File: config.mk
export PLATFORM = sky130hd
export DESIGN_NAME = sar_bus_adc
export DESIGN_NICKNAME = d
export VERILOG_FILES = /design/src/rtl/sar_adc_pkg.sv /design/src/rtl/sar_bus_decode.sv /design/src/rtl/sar_seq.sv /design/src/rtl/sar_result.sv /design/src/rtl/sar_bus_adc.sv
export SDC_FILE = /design/constraint.sdc
export NUM_CORES = 1
export LEC_CHECK = 0
export ABC_AREA = 1
export BUFFER_PORTS_ARGS = -buffer_cell sky130_fd_sc_hd__buf_4
export CORE_MARGIN = 3
export CORE_UTILIZATION = 48
export DETAILED_ROUTE_END_ITERATION = 7
export PLACE_DENSITY = 0.77
export RECOVER_POWER = 25
export SYNTH_ARGS = -nofsm -noshare
export SYNTH_HDL_FRONTEND = slang
export SYNTH_SLANG_ARGS = --single-unit
File: constraint.sdc
create_clock -name clk -period 1.7 [get_ports clk]
set_input_delay 0.425 -clock clk [delete_from_list [all_inputs] [get_ports clk]]
set_output_delay 0.425 -clock clk [all_outputs]
set_load 0.005 [all_outputs]
File: src/rtl/sar_adc_pkg.sv
package sar_adc_pkg;
  typedef enum logic [2:0] {
    ST_IDLE   = 3'd0,
    ST_SET    = 3'd1,
    ST_DECIDE = 3'd2,
    ST_LATCH  = 3'd3,
    ST_CLEAR  = 3'd4
  } sar_state_t;
endpackage

File: src/rtl/sar_bus_decode.sv
module sar_bus_decode #(
  parameter int ADDR_W = 16,
  parameter logic [ADDR_W-1:0] BASE_ADDR = '0
) (
  input  logic [ADDR_W-1:0] bus_addr,
  input  logic              bus_wr,
  input  logic              bus_rd,
  output logic              wr_hit,
  output logic              rd_hit
);
  logic sel;

  always_comb begin
    sel    = (bus_addr == BASE_ADDR);
    wr_hit = sel && bus_wr;
    rd_hit = sel && bus_rd;
  end
endmodule

File: src/rtl/sar_seq.sv
module sar_seq
  import sar_adc_pkg::*;
#(
  parameter int RES_W = 8
) (
  input  logic             clk,
  input  logic             rst,
  input  logic             start_req,
  input  logic             cmp_in,
  output logic [RES_W-1:0] dac_code,
  output logic             track_en,
  output logic             busy,
  output logic             latch_en
);
  localparam logic [RES_W-1:0] MSB_MASK = {1'b1, {(RES_W-1){1'b0}}};

  sar_state_t       state;
  logic [RES_W-1:0] trial_mask;

  always_ff @(posedge clk) begin
    if (rst) begin
      state      <= ST_IDLE;
      trial_mask <= '0;
      dac_code   <= '0;
      track_en   <= 1'b1;
      busy       <= 1'b0;
    end else begin
      case (state)
        ST_IDLE: begin
          if (start_req) begin
            track_en   <= 1'b0;
            busy       <= 1'b1;
            trial_mask <= MSB_MASK;
            state      <= ST_SET;
          end
        end
        ST_SET: begin
          dac_code <= dac_code | trial_mask;
          state    <= ST_DECIDE;
        end
        ST_DECIDE: begin
          if (!cmp_in) begin
            dac_code <= dac_code & ~trial_mask;
          end
          if (trial_mask[0]) begin
            state <= ST_LATCH;
          end else begin
            trial_mask <= trial_mask >> 1;
            state      <= ST_SET;
          end
        end
        ST_LATCH: begin
          track_en <= 1'b1;
          state    <= ST_CLEAR;
        end
        ST_CLEAR: begin
          dac_code <= '0;
          busy     <= 1'b0;
          state    <= ST_IDLE;
        end
        default: state <= ST_IDLE;
      endcase
    end
  end

  assign latch_en = (state == ST_LATCH);
endmodule

File: src/rtl/sar_result.sv
module sar_result #(
  parameter int RES_W = 8
) (
  input  logic             clk,
  input  logic             rst,
  input  logic             latch_en,
  input  logic [RES_W-1:0] code_in,
  input  logic             rd_hit,
  output logic [RES_W-1:0] rdata,
  output logic             irq_n
);
  logic [RES_W-1:0] result_q;

  always_ff @(posedge clk) begin
    if (rst) begin
      result_q <= '0;
      rdata    <= '0;
      irq_n    <= 1'b1;
    end else begin
      if (latch_en) begin
        result_q <= code_in;
      end
      rdata <= rd_hit ? result_q : '0;
      if (latch_en) begin
        irq_n <= 1'b0;
      end else if (rd_hit) begin
        irq_n <= 1'b1;
      end
    end
  end
endmodule

File: src/rtl/sar_bus_adc.sv
module sar_bus_adc #(
  parameter int ADDR_W = 16,
  parameter int RES_W  = 8,
  parameter logic [ADDR_W-1:0] BASE_ADDR = 16'hC000
) (
  input  logic              clk,
  input  logic              rst,
  input  logic [ADDR_W-1:0] bus_addr,
  input  logic              bus_wr,
  input  logic              bus_rd,
  input  logic [7:0]        bus_wdata,
  output logic [RES_W-1:0]  bus_rdata,
  input  logic              cmp_in,
  output logic [RES_W-1:0]  dac_code,
  output logic              track_en,
  output logic              busy,
  output logic              irq_n
);
  logic wr_hit;
  logic rd_hit;
  logic latch_en;
  logic wdata_unused;

  // Start writes carry no meaning in their data byte.
  assign wdata_unused = ^bus_wdata;

  sar_bus_decode #(
    .ADDR_W   (ADDR_W),
    .BASE_ADDR(BASE_ADDR)
  ) u_dec (
    .bus_addr(bus_addr),
    .bus_wr  (bus_wr),
    .bus_rd  (bus_rd),
    .wr_hit  (wr_hit),
    .rd_hit  (rd_hit)
  );

  sar_seq #(
    .RES_W(RES_W)
  ) u_seq (
    .clk      (clk),
    .rst      (rst),
    .start_req(wr_hit),
    .cmp_in   (cmp_in),
    .dac_code (dac_code),
    .track_en (track_en),
    .busy     (busy),
    .latch_en (latch_en)
  );

  sar_result #(
    .RES_W(RES_W)
  ) u_res (
    .clk     (clk),
    .rst     (rst),
    .latch_en(latch_en),
    .code_in (dac_code),
    .rd_hit  (rd_hit),
    .rdata   (bus_rdata),
    .irq_n   (irq_n)
  );
endmodule

Yosys cells after proc, flatten, opt, wreduce, memory -nomap -nowiden

Index checks and enable logic that the tools add are counted.

Mux-type cells: 14
Bitwise gates (word level): 4
Reduce and logical (&&, ||, !) cells: 14
Equal/unequal tests: 8

Operators with widths:

| kind                                           | count |
|---|---|
| 2-to-1 mux 8 bit                               | 3 |
| one-hot mux 8 bit (3 select lines)             | 1 |
| == test 16 bit (second input constant)         | 1 |
| one-hot mux 8 bit (2 select lines)             | 1 |
| one-hot mux 3 bit (4 select lines)             | 1 |
| bitwise AND 8 bit                              | 1 |
| inverter 8 bit                                 | 1 |
| OR 8 bit                                       | 1 |
| AND reduction 2 bit                            | 4 |
| nonzero test 2 bit                             | 4 |
| == test 3 x 2 -> 1 bit (second input constant) | 2 |
| != test 2 bit (second input constant)          | 3 |
| 2-to-1 mux 1 bit                               | 4 |
| one-hot mux 1 bit (2 select lines)             | 2 |
| == test 3 x 1 -> 1 bit (second input constant) | 1 |
| == test 3 bit (second input constant)          | 1 |
| logical NOT 3 bit                              | 1 |
| 2-to-1 mux 3 bit                               | 1 |
| AND reduction 3 bit                            | 1 |
| nonzero test 3 bit                             | 1 |
| logical AND 1 bit                              | 2 |
| 2-to-1 mux 2 bit                               | 1 |
| OR reduction 2 bit                             | 1 |
| inverter 1 bit                                 | 1 |

Bits of input ports: 29
Logic and storage cells: 49
Output and inout port bits: 19
Bits in registers: 38

Logic depth before layout (Yosys ltp)

Word-level depth: 4
Gate-level depth with buffers: 9
Depth with buffers taken out: 9

Hierarchy

From an unflattened synthesis, not the netlist that was laid out.

Cell total of the unflattened synthesis: 228
Area total of the unflattened synthesis: 1,645.3 sq um

By module, submodules not included:

| module         | cells each | sequential area each (sq um) | area an instance (sq um) | instances |
|---|---|---|---|---|
| sar_seq        | 129        | 420.4                        | 955.9                    | 1 |
| sar_result     | 79         | 340.3                        | 611.8                    | 1 |
| sar_bus_decode | 20         | 0.0                          | 77.6                     | 1 |

Worst setup path before layout

OpenSTA, ideal clock, no wires.

Path type: register to register
Start: register u_seq.state[0]
End: register u_seq.trial_mask[1]
Path buffers: 0
Library setup time: 132 ps
Required time: 1,568 ps
Arrival time: 1,097 ps
Slack: 471 ps
Period minus slack after synthesis: 1,229 ps
Stages on the path, launching flop included: 7
Cells stage by stage: dfxtp_1 > nor3_4 > inv_4 > nor2_4 > inv_1 > nand3_1 > a21oi_1

Cells in the longest elaborated chain, start to end: 3
Elaborated cells between the ends (all ways): 7
Classes of those cells: 3 x eq/ne; 1 x mux; 3 x reduce/logical

RTL lines:

| what                                                                 | RTL line      | text |
|---|---|---|
| from (decl)                                                          | sar_seq.sv:17 | `sar_state_t state;` |
| from (signal assigned)                                               | sar_seq.sv:22 | `state <= ST_IDLE;` |
| from (signal assigned)                                               | sar_seq.sv:34 | `state <= ST_SET;` |
| from (signal assigned)                                               | sar_seq.sv:39 | `state <= ST_DECIDE;` |
| == test 3 x 2 -> 1 bit or logical NOT 3 bit (tied branches)          | sar_seq.sv:28 | `case (state)` |
| != test 2 bit (no source line) or nonzero test 2 bit (tied branches) | n/a           |  |
| AND reduction 3 bit (no source line)                                 | n/a           |  |
| to (signal assigned)                                                 | sar_seq.sv:48 | `trial_mask <= trial_mask >> 1;` |
| to (decl)                                                            | sar_seq.sv:18 | `logic [RES_W-1:0] trial_mask;` |

Parallel ways exist; a longest one is shown, timed or not.
A chain may end at the register's enable or synchronous reset.

Worst setup path in the final report

Start: register u_seq.state[2]
End: register u_seq.trial_mask[6]

The elaborated chain is that of the path after synthesis.

==> summary.md <==
| Metric | Value |
|---|---|
| Area after DPL | `1730 µm²` |
| DIE WIDTH | `60.0 µm` |
| Max clock buf depth | `2` |
| Count of different cell masters after synthesis | `22` |
| Post-DP HPWL | `2.35 mm` |
| First-pass GRT wire length | `5.30 mm` |
| Worst VDD drop | `0.679 mV` |
| Mapped Cells | `175` |
| Starting Density | `0.536` |
| Syn Nets | `204` |
| Psw | `0.299 mW` |
| Pins Over Slew Limit | `0` |
| Core footprint | `2610 µm²` |
| #FFs+latches synth | `38` |
| Gr ovfl total | `0` |
| Final wirelength | `3.16 mm` |
| Comb power frac | `0.042` |
| Final setup fails | `0` |
| Cell Area, Synth | `1400 µm²` |
| # diodes | `0` |
| Part of the power in the clock network | `0.334` |
| TritonCTS clock tree | `built` |
| CP endpoint kind | `flop` |
| Post-CTS Setup Bufs | `0` |
| Final Skew | `0.0104 ns` |
| Ranking of synthesized cells by area | `dfxtp_1, nand2_1, nor2_1, a21oi_1, inv_1` |
| Final Wtd Congestion | `0.780` |
| Crit path cell chain | `nor3_4 -> inv_4 -> nor2_4 -> inv_1 -> nand3_1 -> a21oi_1` |
| Synthesized area per cell | `8.01 µm²` |
| Post-synth EDFFs | `0` |
| Post-route cell area | `1780 µm²` |
| Clk root buf | `clkbuf_4` |
| Vias in the first global route | `1201` |
| Avg Vias per Cell | `5.00` |
| Max incr delay on CP | `0.40 ns` |
| Most used DFF post-synth | `dfxtp_1` |
| Highest clock rate | `703 MHz` |
| Initial DRC Count | `46` |
| DIE AREA | `3600 µm²` |
| Max FO, Critical Path | `10` |
| Hold-fix buffers, CTS | `0` |
| Startpoint Class | `flop` |
| Clk pin slew, worst setup/hold paths | `0.11 ns` |
| Static Leak | `0.722 nW` |
| H-tree lvl count | `2` |
| WL/cell | `12.6 µm` |
| Fin. Hold Viols | `0` |
| Setup TNS | `0 ns` |
| # DRC | `0` |
| Sw Ratio | `0.210` |
| Cell taking the most area after synthesis | `dfxtp_1` |
| Chip height | `60.0 µm` |
| CTS-repair resized insts | `0` |
| Worst-Skew Late Latency | `0.34 ns` |
| Arrival time worst endpoint | `1.65 ns` |
| Req. time, crit path | `1.92 ns` |
| MaxCap Viol Count | `0` |
| Row count | `18` |
| Least-Margin Pin Slew | `0.459 ns` |
| Slew margin rel. | `0.694` |
| Reg power frac | `0.625` |
| RSZ-0062 raised after global routing | `no` |
| Total clock buffers created by CTS | `5` |
| Final Util | `0.682` |
| Fraction of layout cells with a size suffix above 1 | `0.244` |
| Yosys top cell area share | `0.543` |
| Placed Cells | `243` |
| Via count | `1254` |
| Post-synth top cells | `dfxtp_1, nand2_1, nor2_1, inv_1, a21oi_1` |
| Area growth, synth to finish | `27.2%` |
| Initial antenna violation count | `0` |
| Fin nets | `249` |
| Layout Cells excl Fill | `251` |
| Sink Count | `38` |
| Largest net degree at the start of global routing | `15` |
| Final period util | `0.837` |
| Classification of the worst setup path | `flop to flop` |
| Seq/Total Area, Yosys | `0.543` |
| P_int | `1.12 mW` |
| Min Tclk post-route | `1.42 ns` |
| Num ports | `48` |
| CP max-delay cell | `dfxtp_1` |
| Drt pass-1 iters | `5` |
| GRT Resource Usage Total | `0.202` |
| Top-count cell post-synth | `dfxtp_1` |
| ANT nets after route | `0` |
| Status | `complete, no violations` |
| Synth async-reset ratio | `0` |
| IO Port Bufs | `39` |
| Hold/Removal Path Class | `primary input to flop` |
| PD cells | `799 nW/µm²` |
| Synth warn | `0` |
==> path summary, 6_finish.rpt <==
kind,slack [ns],end,from,cells past startpoint
setup / recovery,0.28,u_seq.trial_mask[6]$_SDFFE_PP0P_,u_seq.state[2]$_SDFFE_PP0P_,6
hold / removal,0.35,u_res.irq_n$_SDFFE_PP1P_,bus_rd,3
setup reg to reg,0.28,u_seq.trial_mask[6]$_SDFFE_PP0P_,u_seq.state[2]$_SDFFE_PP0P_,6
hold reg to reg,0.45,u_res.rdata[5]$_SDFF_PP0_,u_res.result_q[5]$_SDFFE_PP0P_,2
==> critical path, delay by kind of cell, from the launching register on <==
kind / cells / cell delay [ns]
buffers and inverters: 2 / 0.26
flip-flops: 1 / 0.40
AND/OR/NAND/NOR: 3 / 0.58
AO/OA/AOI/OAI: 1 / 0.07
==> through the flow <==
stage          hold slack, ns  power [mW]  setup WS [ns]
2_1_floorplan           0.416       0.928          0.471
3_3_place_gp            0.427       0.967          0.233
3_5_place_dp            0.432       0.970          0.148
4_1_cts                 0.342        1.43          0.285
5_1_grt                 0.348        1.49          0.144
6_report                0.351        1.42          0.278
==> cells by family after synthesis <==
kind of cell           share of synthesized area
AO/OA/AOI/OAI                              0.133
buffers and inverters                     0.0696
flip-flops                                 0.543
AND/OR/NAND/NOR                            0.254
==> power by group through the flow <==
stage | Clock, mW | Sequential [mW] | Combinational (mW)
floorplan | 0 | 0.910 | 0.0181
global placement | 0 | 0.910 | 0.0571
detailed placement | 0 | 0.910 | 0.0595
CTS | 0.486 | 0.890 | 0.0596
global route | 0.530 | 0.890 | 0.0662
finish | 0.475 | 0.890 | 0.0594
==> routing by layer <==
metal | vias up | part of all wire | track usage
met3 | 5 | 0.046 | 0.0518
met4 | 0 | 0.0098 | 0.0854
met5 | - | 0 | 0
met1 | 564 | 0.43 | 0.240
li1 | 654 | - | -
met2 | 31 | 0.52 | 0.343
==> cells in the final DEF, fill, tap and decap left out <==
cell type / instances
dfxtp_1: 38
o22ai_1: 6
nand4_1: 1
a21oi_1: 19
clkbuf_4: 13
o21ai_0: 7
a21oi_2: 1
clkinv_2: 1
clkbuf_8: 1
nor3b_1: 1
buf_4: 30
nor3_1: 2
nand2_2: 1
nor3_4: 1
clkbuf_1: 3
nand2_4: 3
nand3_1: 9
inv_4: 1
and2_1: 1
o21ai_1: 2
nand2_1: 29
inv_2: 1
nor2_4: 1
nor2_1: 28
inv_1: 21
==> sequential cells by signal, summed over array words and instances (netlist names) <==
| name | flops |
|---|---|
| u_res.irq_n | 1 |
| u_res.rdata | 8 |
| u_res.result_q | 8 |
| u_seq.busy | 1 |
| u_seq.dac_code | 8 |
| u_seq.state | 3 |
| u_seq.track_en | 1 |
| u_seq.trial_mask | 8 |
==> area by class of cell <==
| type | count | area [µm²] |
|---|---|---|
| fill | 231 | 830 |
| sequential | 38 | 761 |
| multi-input combinational | 112 | 543 |
| timing repair buffer | 40 | 293 |
| inverter | 23 | 88.8 |
| clock buffer | 7 | 55.1 |
| tap | 30 | 37.5 |
| clock inverter | 1 | 5.00 |
Power figures use the tool's default switching activity.
